### config.mk
export PLATFORM = sky130hd
export DESIGN_NAME = aes_bmc_tx
export DESIGN_NICKNAME = d
export VERILOG_FILES = /design/src/rtl/abt_pkg.sv /design/src/rtl/abt_deser.sv /design/src/rtl/abt_frame_seq.sv /design/src/rtl/abt_subframe.sv /design/src/rtl/abt_line_enc.sv /design/src/rtl/aes_bmc_tx.sv
export SDC_FILE = /design/constraint.sdc
export NUM_CORES = 1
export LEC_CHECK = 0
export BUFFER_PORTS_ARGS = -buffer_cell sky130_fd_sc_hd__buf_2
export CORE_MARGIN = 2
export CORE_UTILIZATION = 50
export CTS_CLUSTER_DIAMETER = 100
export CTS_CLUSTER_SIZE = 12
export DETAILED_ROUTE_END_ITERATION = 12
export GPL_TIMING_DRIVEN = 0
export HOLD_SLACK_MARGIN = 0.06
export PLACE_DENSITY_LB_ADDON = 0.08
export SKIP_CTS_REPAIR_TIMING = 1
export SLEW_MARGIN = 20
export SYNTH_ARGS = -nofsm -noshare
export SYNTH_HDL_FRONTEND = slang
export SYNTH_SLANG_ARGS = --single-unit
### constraint.sdc
create_clock -name clk_i -period 7.7 [get_ports clk_i]
set_input_delay 1.155 -clock clk_i [delete_from_list [all_inputs] [get_ports clk_i]]
set_output_delay 1.155 -clock clk_i [all_outputs]
set_load 0.05 [all_outputs]
### src/rtl/abt_pkg.sv
`timescale 1ns/1ps
package abt_pkg;
  localparam int AUD_W     = 24;
  localparam int SUB_SLOTS = 32;
  localparam int POS_W     = $clog2(2 * SUB_SLOTS);

  typedef enum logic [1:0] {
    FMT_LJ     = 2'd0,
    FMT_I2S    = 2'd1,
    FMT_RJ     = 2'd2,
    FMT_LJ_ALT = 2'd3
  } fmt_e;

  typedef enum logic [1:0] {
    PRE_BLK   = 2'd0,
    PRE_LEFT  = 2'd1,
    PRE_RIGHT = 2'd2
  } pre_e;

  function automatic logic [4:0] word_len(input logic [1:0] sel);
    case (sel)
      2'd0:    return 5'd16;
      2'd1:    return 5'd18;
      2'd2:    return 5'd20;
      default: return 5'd24;
    endcase
  endfunction

  // half-cell patterns, first half-cell in bit 7, for a preceding level of 0
  function automatic logic [7:0] pre_pattern(input pre_e p);
    case (p)
      PRE_BLK:  return 8'b1110_1000;
      PRE_LEFT: return 8'b1110_0010;
      default:  return 8'b1110_0100;
    endcase
  endfunction
endpackage

### src/rtl/abt_deser.sv
`timescale 1ns/1ps
module abt_deser
  import abt_pkg::*;
#(
  parameter int HALF_BITS = 32
) (
  input  logic             clk_i,
  input  logic             rst_ni,
  input  logic             sck_i,
  input  logic             ws_i,
  input  logic             sd_i,
  input  logic [1:0]       fmt_i,
  input  logic [1:0]       wsel_i,
  output logic             pair_vld_o,
  output logic [AUD_W-1:0] left_o,
  output logic [AUD_W-1:0] right_o
);
  localparam int IDX_W = $clog2(HALF_BITS);

  logic             sck_q, ws_q, synced_q, left_got_q;
  logic [IDX_W-1:0] idx_q, idx_nxt, tgt;
  logic [AUD_W-1:0] sh_q, sh_nxt, aligned, left_hold_q;
  logic             rise, ws_edge, cap;
  logic [4:0]       wlen, shamt;

  always_comb begin
    rise    = sck_i & ~sck_q;
    ws_edge = rise & (ws_i != ws_q);
    if (ws_edge)                               idx_nxt = '0;
    else if (idx_q == IDX_W'(HALF_BITS - 1))   idx_nxt = idx_q;
    else                                       idx_nxt = idx_q + 1'b1;
    sh_nxt  = {sh_q[AUD_W-2:0], sd_i};
    wlen    = word_len(wsel_i);
    shamt   = 5'(AUD_W) - wlen;
    aligned = sh_nxt << shamt;
    case (fmt_e'(fmt_i))
      FMT_I2S: tgt = IDX_W'(wlen);
      FMT_RJ:  tgt = IDX_W'(HALF_BITS - 1);
      default: tgt = IDX_W'(wlen - 5'd1);
    endcase
    cap = rise & (synced_q | ws_edge) & (idx_nxt == tgt);
  end

  always_ff @(posedge clk_i or negedge rst_ni) begin
    if (!rst_ni) begin
      sck_q       <= 1'b0;
      ws_q        <= 1'b0;
      synced_q    <= 1'b0;
      left_got_q  <= 1'b0;
      idx_q       <= '0;
      sh_q        <= '0;
      left_hold_q <= '0;
      pair_vld_o  <= 1'b0;
      left_o      <= '0;
      right_o     <= '0;
    end else begin
      sck_q      <= sck_i;
      pair_vld_o <= 1'b0;
      if (rise) begin
        ws_q  <= ws_i;
        idx_q <= idx_nxt;
        sh_q  <= sh_nxt;
        if (ws_edge) synced_q <= 1'b1;
      end
      if (cap) begin
        if (!ws_i) begin
          left_hold_q <= aligned;
          left_got_q  <= 1'b1;
        end else if (left_got_q) begin
          pair_vld_o <= 1'b1;
          left_o     <= left_hold_q;
          right_o    <= aligned;
          left_got_q <= 1'b0;
        end
      end
    end
  end
endmodule

### src/rtl/abt_frame_seq.sv
`timescale 1ns/1ps
module abt_frame_seq
  import abt_pkg::*;
#(
  parameter int FRAMES  = 192,
  parameter int CNT_W   = 7,
  parameter int FRAME_W = $clog2(FRAMES)
) (
  input  logic               clk_i,
  input  logic               rst_ni,
  input  logic               pair_vld_i,
  input  logic [AUD_W-1:0]   left_i,
  input  logic [AUD_W-1:0]   right_i,
  input  logic               validity_i,
  output logic               active_o,
  output logic [CNT_W-1:0]   cnt_o,
  output logic [FRAME_W-1:0] frame_o,
  output logic [AUD_W-1:0]   cur_left_o,
  output logic [AUD_W-1:0]   cur_right_o,
  output logic               cur_v_o
);
  logic [AUD_W-1:0] pend_l_q, pend_r_q;
  logic             pend_full_q, last, load;

  assign last = (cnt_o == '1);
  assign load = pend_full_q & (~active_o | last);

  always_ff @(posedge clk_i or negedge rst_ni) begin
    if (!rst_ni) begin
      pend_l_q    <= '0;
      pend_r_q    <= '0;
      pend_full_q <= 1'b0;
      active_o    <= 1'b0;
      cnt_o       <= '0;
      frame_o     <= '0;
      cur_left_o  <= '0;
      cur_right_o <= '0;
      cur_v_o     <= 1'b0;
    end else begin
      if (pair_vld_i) begin
        pend_l_q <= left_i;
        pend_r_q <= right_i;
      end
      pend_full_q <= pair_vld_i | (pend_full_q & ~load);
      if (load) begin
        cur_left_o  <= pend_l_q;
        cur_right_o <= pend_r_q;
      end
      if (load | (active_o & last)) cur_v_o <= validity_i;
      if (!active_o) begin
        if (load) begin
          active_o <= 1'b1;
          cnt_o    <= '0;
          frame_o  <= '0;
        end
      end else begin
        cnt_o <= cnt_o + 1'b1;
        if (last) frame_o <= (frame_o == FRAME_W'(FRAMES - 1)) ? '0 : frame_o + 1'b1;
      end
    end
  end
endmodule

### src/rtl/abt_subframe.sv
`timescale 1ns/1ps
module abt_subframe
  import abt_pkg::*;
#(
  parameter int                FRAME_W    = 8,
  parameter int                CS_BITS    = 24,
  parameter logic [CS_BITS-1:0] CS_PATTERN = '0
) (
  input  logic [AUD_W-1:0]     sample_i,
  input  logic                 valid_i,
  input  logic [FRAME_W-1:0]   frame_i,
  output logic [SUB_SLOTS-1:0] bits_o
);
  logic          cs;
  logic [AUD_W+2:0] payload;

  always_comb begin
    cs = 1'b0;
    for (int k = 0; k < CS_BITS; k++) begin
      if (frame_i == FRAME_W'(k)) cs = CS_PATTERN[k];
    end
    payload = {cs, 1'b0, valid_i, sample_i};
    bits_o  = {^payload, payload, 4'b0000};
  end
endmodule

### src/rtl/abt_line_enc.sv
`timescale 1ns/1ps
module abt_line_enc
  import abt_pkg::*;
(
  input  logic                 clk_i,
  input  logic                 rst_ni,
  input  logic                 active_i,
  input  logic [POS_W-1:0]     pos_i,
  input  pre_e                 pre_i,
  input  logic [SUB_SLOTS-1:0] bits_i,
  output logic                 line_o
);
  logic       inv_q, lvl;
  logic [7:0] pat;

  always_comb begin
    pat = pre_pattern(pre_i);
    if (pos_i < POS_W'(8))  lvl = pat[~pos_i[2:0]] ^ ((pos_i == '0) ? line_o : inv_q);
    else if (!pos_i[0])     lvl = ~line_o;
    else                    lvl = line_o ^ bits_i[pos_i[POS_W-1:1]];
  end

  always_ff @(posedge clk_i or negedge rst_ni) begin
    if (!rst_ni) begin
      line_o <= 1'b0;
      inv_q  <= 1'b0;
    end else if (active_i) begin
      line_o <= lvl;
      if (pos_i == '0) inv_q <= line_o;
    end
  end
endmodule

### src/rtl/aes_bmc_tx.sv
`timescale 1ns/1ps
module aes_bmc_tx
  import abt_pkg::*;
#(
  parameter int                 HALF_BITS        = 32,
  parameter int                 FRAMES_PER_BLOCK = 192,
  parameter int                 CS_BITS          = 24,
  parameter logic [CS_BITS-1:0] CS_PATTERN       = 24'h000204
) (
  input  logic       clk_i,
  input  logic       rst_ni,
  input  logic       sck_i,
  input  logic       ws_i,
  input  logic       sd_i,
  input  logic [1:0] fmt_i,
  input  logic [1:0] wsel_i,
  input  logic       validity_i,
  output logic       line_o
);
  localparam int CNT_W   = POS_W + 1;
  localparam int FRAME_W = $clog2(FRAMES_PER_BLOCK);

  logic                 pair_vld, enc_active, cur_v;
  logic [AUD_W-1:0]     dl, dr, cur_l, cur_r, sample_sel;
  logic [CNT_W-1:0]     enc_cnt;
  logic [FRAME_W-1:0]   frame_idx;
  logic [SUB_SLOTS-1:0] sub_bits;
  pre_e                 pre_sel;

  abt_deser #(.HALF_BITS(HALF_BITS)) u_deser (
    .clk_i, .rst_ni, .sck_i, .ws_i, .sd_i, .fmt_i, .wsel_i,
    .pair_vld_o(pair_vld), .left_o(dl), .right_o(dr)
  );

  abt_frame_seq #(.FRAMES(FRAMES_PER_BLOCK), .CNT_W(CNT_W), .FRAME_W(FRAME_W)) u_seq (
    .clk_i, .rst_ni, .pair_vld_i(pair_vld), .left_i(dl), .right_i(dr),
    .validity_i, .active_o(enc_active), .cnt_o(enc_cnt), .frame_o(frame_idx),
    .cur_left_o(cur_l), .cur_right_o(cur_r), .cur_v_o(cur_v)
  );

  always_comb begin
    sample_sel = enc_cnt[CNT_W-1] ? cur_r : cur_l;
    if (enc_cnt[CNT_W-1])     pre_sel = PRE_RIGHT;
    else if (frame_idx == '0) pre_sel = PRE_BLK;
    else                      pre_sel = PRE_LEFT;
  end

  abt_subframe #(.FRAME_W(FRAME_W), .CS_BITS(CS_BITS), .CS_PATTERN(CS_PATTERN)) u_sub (
    .sample_i(sample_sel), .valid_i(cur_v), .frame_i(frame_idx), .bits_o(sub_bits)
  );

  abt_line_enc u_enc (
    .clk_i, .rst_ni, .active_i(enc_active), .pos_i(enc_cnt[POS_W-1:0]),
    .pre_i(pre_sel), .bits_i(sub_bits), .line_o
  );
endmodule

==> out/results.ini, run 1 <==
[outcome]
status = finished, final reports clean

[synth]
synth_edf_count = 0
yosys.area.top_type = dfrtp_1
seq_area_frac_synth_pct = 52.4
synth_area_mm2 = 0.0106
ys_types = 51
async_flop_share_pct = 100
avgSynthCellArea_um2 = 12.2
synthCells = 863
ys.flop_type = dfrtp_1
ys_warn_count = 0
synth_seq_cells = 221
syn-num-nets = 887
synthDominantCellAreaShare_pct = 52.4
synthTopCellsByArea = dfrtp_1 52%, mux2_2 18%, nand2_1 4.2%

[clocking]
clk_pin_slew_ns = 0.06
tritoncts = built
cts_root_buf = clkbuf_16
clockBufferDepth = 3
cts.sinks = 221
insertion_delay_ns = 0.50
numCtsBuffers = 22
cts.htree.levels = 1

[floorplan]
io-pin-count = 11
die_area_mm2 = 0.0223
rows = 53
placeableCoreArea_mm2 = 0.0209
die-height_um = 149
start_util_pct = 50.5
die_w_um = 149

[min_path]
min_path_type = flip-flop to flip-flop

[grt]
first_global_vias = 6699
gr-total-overflow = 0
track_usage_pct = 20.5
antenna_found_initial = 0
grt_max_degree = 104
grt_pass1_wl_um = 36200

[worst_setup_path]
crit_type = primary input to flip-flop
required_ns = 8.08
critPathArrivalTime_ns = 3.71
path_cells = buf_2 -> inv_1 -> ha_1 -> clkbuf_1 -> buf_1 -> mux2_2 -> o21ai_0 -> o21ai_0 -> mux2_2
slowest_delay_ns = 0.52
critPathLaunchType = primary input
end_kind = flip-flop
crit_path_max_fanout = 10
cp_slowest_cell = buf_1

[final_layout]
layout.nets = 923
multiInputGateArea_mm2 = 0.00476
postLayoutCoreUtil_pct = 55.5
drive_above_1_share_pct = 28.0
area_delta_synth_final_pct = 9.88
seq_area_mm2 = 0.00553
nFillCells = 1786
diodes = 0
final_cell_mix = 221 x dfrtp_1, 171 x mux2_2, 118 x nand2_1, 40 x mux2i_1, 28 x nor2_1
layout.cells.most_common = dfrtp_1

[drt]
first_iter_violations = 241
antenna_left = 0
vias_per_cell = 5.55
vias = 6517
routed_wl_um = 21700
remaining_drc_errors = 0
wire_per_inst_um = 18.4
drt-pass1-iter-count = 4

[timing]
rsz0062_at_grt = false
hold_violations = 0
period_share_pct = 43.2
finClkSkew_ns = 0.00994
fin_crit_ns = 3.33
slew_headroom_pct = 51.8
final.setup.tns_ns = 0
worstMarginPinSlew_ns = 0.723
setup_viol = 0
slew_violations = 0
fmax_mhz = 300

[power]
vdd_ir_drop_max_mv = 0.185
p_leak_nw = 5.83
powerDensity_mw_per_mm2 = 205

[placement]
port_buffers = 10
place_congestion = 0.832
place_hpwl_um = 16000

[job]
cap_viol_max_count = 0

report_power, final:
group,internal (W),leakage [nW],total [W],switching [W]
logic,0.0000799,2.47,0.000215,0.000135
clock network,0.000525,0.288,0.000933,0.000408
registers,0.00119,3.06,0.00123,0.0000354
total,0.00180,5.83,0.00238,0.000578
cells by family (layout without fill, tap and decap cells):
kind of cell / count (synthesis) / after routing / synth area share, %
mux: 233 / 233 / 26.1
flops: 221 / 221 / 52.4
simple gates: 196 / 196 / 8.27
compound gates: 85 / 85 / 4.86
buf+inv: 63 / 99 / 2.51
xor+xnor: 51 / 51 / 4.23
fa+ha+maj: 14 / 14 / 1.66
layer usage:
metal	vias to the layer above	part of all wire, %	global-route usage, %
met3	42	2.5	2.42
met4	0	2.1	5.24
met1	3304	45	27.3
met2	92	50	35.8
li1	3079	-	-
met5	-	0	0
worst paths after layout:
| path | to | startpoint | depth (start not counted) | slack, ns |
|---|---|---|---|---|
| max reg2reg | u_deser.right_o[17] | u_deser.idx_q[0] | 12 | 4.79 |
| min in group asynchronous | u_seq.cur_left_o[10] | rst_ni | 1 | 0.49 |
| max | u_deser.left_hold_q[15] | wsel_i[0] | 9 | 4.37 |
| max in group asynchronous | u_deser.left_o[20] | rst_ni | 3 | 5.98 |
| min | u_deser.left_got_q | u_deser.left_got_q | 2 | 0.48 |
| min reg2reg | u_deser.left_got_q | u_deser.left_got_q | 2 | 0.48 |
synthesized netlist by cell type (2+ instances only):
cell / n
a211oi_1: 3
a21o_1: 2
a21oi_1: 23
a22o_1: 3
a31o_2: 2
a31oi_1: 8
and2_1: 4
and3_1: 4
buf_1: 12
buf_2: 11
buf_6: 2
clkbuf_1: 24
dfrtp_1: 221
ha_1: 14
inv_1: 12
mux2_2: 171
mux2_4: 9
mux2i_1: 40
mux4_2: 13
nand2_1: 118
nand2b_1: 7
nand3_1: 8
nand4b_1: 2
nor2_1: 28
nor2b_1: 2
nor3_1: 9
nor3b_1: 2
o21a_1: 2
o21ai_0: 27
o22ai_1: 4
o31ai_1: 3
or2_1: 2
or2_2: 4
xnor2_1: 24
xor2_1: 27
metrics by stage:
step / setup WS [ns] / power [W] / std cells / hold slack (ns) / cell area, µm²
6_report: 4.37 / 0.00238 / 1174 / 0.478 / 11600
3_3_place_gp: 1.84 / 0.00145 / 1148 / 0.461 / 11000
5_1_grt: 4.21 / 0.00249 / 1174 / 0.494 / 11600
4_1_cts: 4.36 / 0.00241 / 1174 / 0.485 / 11600
3_5_place_dp: 3.82 / 0.00147 / 1150 / 0.469 / 11000
2_1_floorplan: 4.39 / 0.00138 / 863 / 0.445 / 10600
final cells by class:
type,instances,share of cell area (%)
Buffer,49,1.83
Clock buffer,23,4.96
Clock inverter,1,0.0755
Inverter,14,0.453
Multi-Input combinational cell,579,41.0
Sequential cell,221,47.7
Tap cell,275,2.97
Timing Repair Buffer,12,0.992
registers in the layout (all words and copies together), names as in the netlist, 5 cells and up:
signal / count
u_deser.idx_q: 5
u_deser.left_hold_q: 24
u_deser.left_o: 24
u_deser.right_o: 24
u_deser.sh_q: 23
u_seq.cnt_o: 7
u_seq.cur_left_o: 24
u_seq.cur_right_o: 24
u_seq.frame_o: 8
u_seq.pend_l_q: 24
u_seq.pend_r_q: 24
worst max-delay path, delay by kind of cell:
family	cells	cell delay, ns
adders and majority gates	1	0.28
AOI/OAI and AO/OA	2	0.52
buffers and inverters	4	1.03
muxes	2	0.71
Power figures use the tool's default switching activity.
==> run 2: changes to the inputs <==
- clock period: 7.7 -> 3.21 ns (I/O delays scaled with it)
==> run 2 against run 1 <==
Effect of this change: highest routed layer unchanged; sequential power increased by 140%; global-route usage did not move; critical path depth increased by 3; critical path type is now flip-flop to flip-flop; non-clock buffer count increased by 1; first-iteration DRC count decreased by 1.2%; total power increased by 140%.
==> out/results.ini, run 2 (same netlist as run 1, synthesis figures left out) <==
[drt]
first_iter_violations = 238
vias = 6514
antenna_left = 0
vias_per_cell = 5.54
wire_per_inst_um = 18.4
routed_wl_um = 21700
drt-pass1-iter-count = 5
remaining_drc_errors = 0

[outcome]
status = finished, final reports clean

[timing]
worstMarginPinSlew_ns = 0.722
fin_crit_ns = 2.91
slew_headroom_pct = 51.9
finClkSkew_ns = 0.00949
period_share_pct = 90.6
slew_violations = 0
worst_slack_ns = 0.300
setup_viol = 0
fmax_mhz = 344
hold_violations = 0
rsz0062_at_grt = false

[worst_setup_path]
crit_start = u_deser.idx_q[0]
crit_type = flip-flop to flip-flop
r2r-start = u_deser.idx_q[0]
end_kind = flip-flop
critPathLaunchType = flip-flop
critPathArrivalTime_ns = 3.29
crit_path_max_fanout = 10
required_ns = 3.59

[grt]
use_met1_pct = 27.3
grt_max_degree = 104
busiest_layer = met2
gr-usage-met3_pct = 2.42
gr-total-overflow = 0
grt_pass1_wl_um = 36200
track_usage_pct = 20.5
first_global_vias = 6699
antenna_found_initial = 0
grt_util_met2_pct = 35.8

[clocking]
cts.htree.levels = 1
cts.sinks = 221
numCtsBuffers = 22
insertion_delay_ns = 0.50
tritoncts = built
clk_pin_slew_ns = 0.06
clockBufferDepth = 3
cts_root_buf = clkbuf_16

[floorplan]
die-height_um = 149
placeableCoreArea_mm2 = 0.0209
die_w_um = 149
io-pin-count = 11
die_area_mm2 = 0.0223
rows = 53
start_util_pct = 50.5

[placement]
port_buffers = 10
place_hpwl_um = 16000
place_worst_setup_slack_ns = 0.00809
dp_cells = 1150
place_congestion = 0.832

[power]
p_seq_share_pct = 51.7
netSwitchingFraction_pct = 24.3
powerDensity_mw_per_mm2 = 491
p_clk_share_pct = 39.2
cell_internal_pwr_w = 0.00432
p_sw_w = 0.00139
p_leak_nw = 5.83
vdd_ir_drop_max_mv = 0.443
pwr-share-comb_pct = 9.1

[final_layout]
drive_above_1_share_pct = 28.0
diodes = 0
layout.cells.most_common = dfrtp_1
stdcell_count = 1175
layout.nets = 924
final_cell_mix = 221 x dfrtp_1, 171 x mux2_2, 118 x nand2_1, 40 x mux2i_1, 28 x nor2_1
area_delta_synth_final_pct = 9.98

[min_path]
hp-start = sck_i
min_path_type = primary input to flip-flop

[job]
cap_viol_max_count = 0

==> run 2: cell types whose count changed in the layout (fill, tap and decap cells not counted) <==
| cell | previous run | this run |
|---|---|---|
| dlygate4sd3_1 | 0 | 1 |
==> run 2: per-layer routing <==
metal / vias to the layer above / part of all wire [%]
met1: 3300 / 45
met5: - / 0
met2: 94 / 50
li1: 3076 / -
met4: 0 / 2.1
met3: 44 / 2.5
==> run 2: worst paths after layout <==
check | end | slack (ns) | cells after the start
max in group asynchronous | u_seq.pend_l_q[22] | 1.56 | 4
setup reg to reg | u_deser.right_o[17] | 0.30 | 12
min in group asynchronous | u_seq.cur_left_o[10] | 0.42 | 2
hold reg to reg | u_deser.left_got_q | 0.48 | 2
setup / recovery | u_deser.right_o[17] | 0.30 | 12
hold / removal | u_deser.sck_q | 0.12 | 1
==> run 2: stage by stage <==
step	power (W)	utilization, %	TNS [ns]	hold slack, ns	instance area (µm²)
detailed placement	0.00352	52.7	0	0.349	11000
finish	0.00570	55.6	0	0.116	11600
floorplan	0.00332	-	0	0.186	10600
global route	0.00598	55.6	0	0.109	11600
CTS	0.00578	55.5	0	-0.187	11600
global placement	0.00349	52.4	-431.55	0.461	11000
==> run 2: critical path, stage by stage (launching register included) <==
cell      delay, ns
dfrtp_1        0.44
ha_1           0.35
nand4_4        0.18
xor2_1         0.21
nor4b_2        0.28
a21oi_1        0.06
o21ai_1        0.14
nand3_1        0.12
or2_1          0.24
clkbuf_1       0.13
buf_6          0.16
buf_6          0.16
mux2_4         0.31
==> run 2: cell type report <==
class / count / area (µm²)
fill: 1785 / 9280
sequential: 221 / 5530
multi-input combinational: 579 / 4760
clock buffer: 23 / 576
tap: 275 / 344
buffer: 49 / 213
timing repair buffer: 13 / 125
inverter: 14 / 52.6
clock inverter: 1 / 8.76
==> run 2: power groups by stage <==
| stage | clock [W] | sequential [W] | combinational, W |
|---|---|---|---|
| 2_1_floorplan | 0 | 0.00298 | 0.000343 |
| 3_3_place_gp | 0 | 0.00299 | 0.000495 |
| 3_5_place_dp | 0 | 0.00300 | 0.000521 |
| 4_1_cts | 0.00231 | 0.00295 | 0.000524 |
| 5_1_grt | 0.00243 | 0.00296 | 0.000590 |
| 6_report | 0.00224 | 0.00295 | 0.000516 |
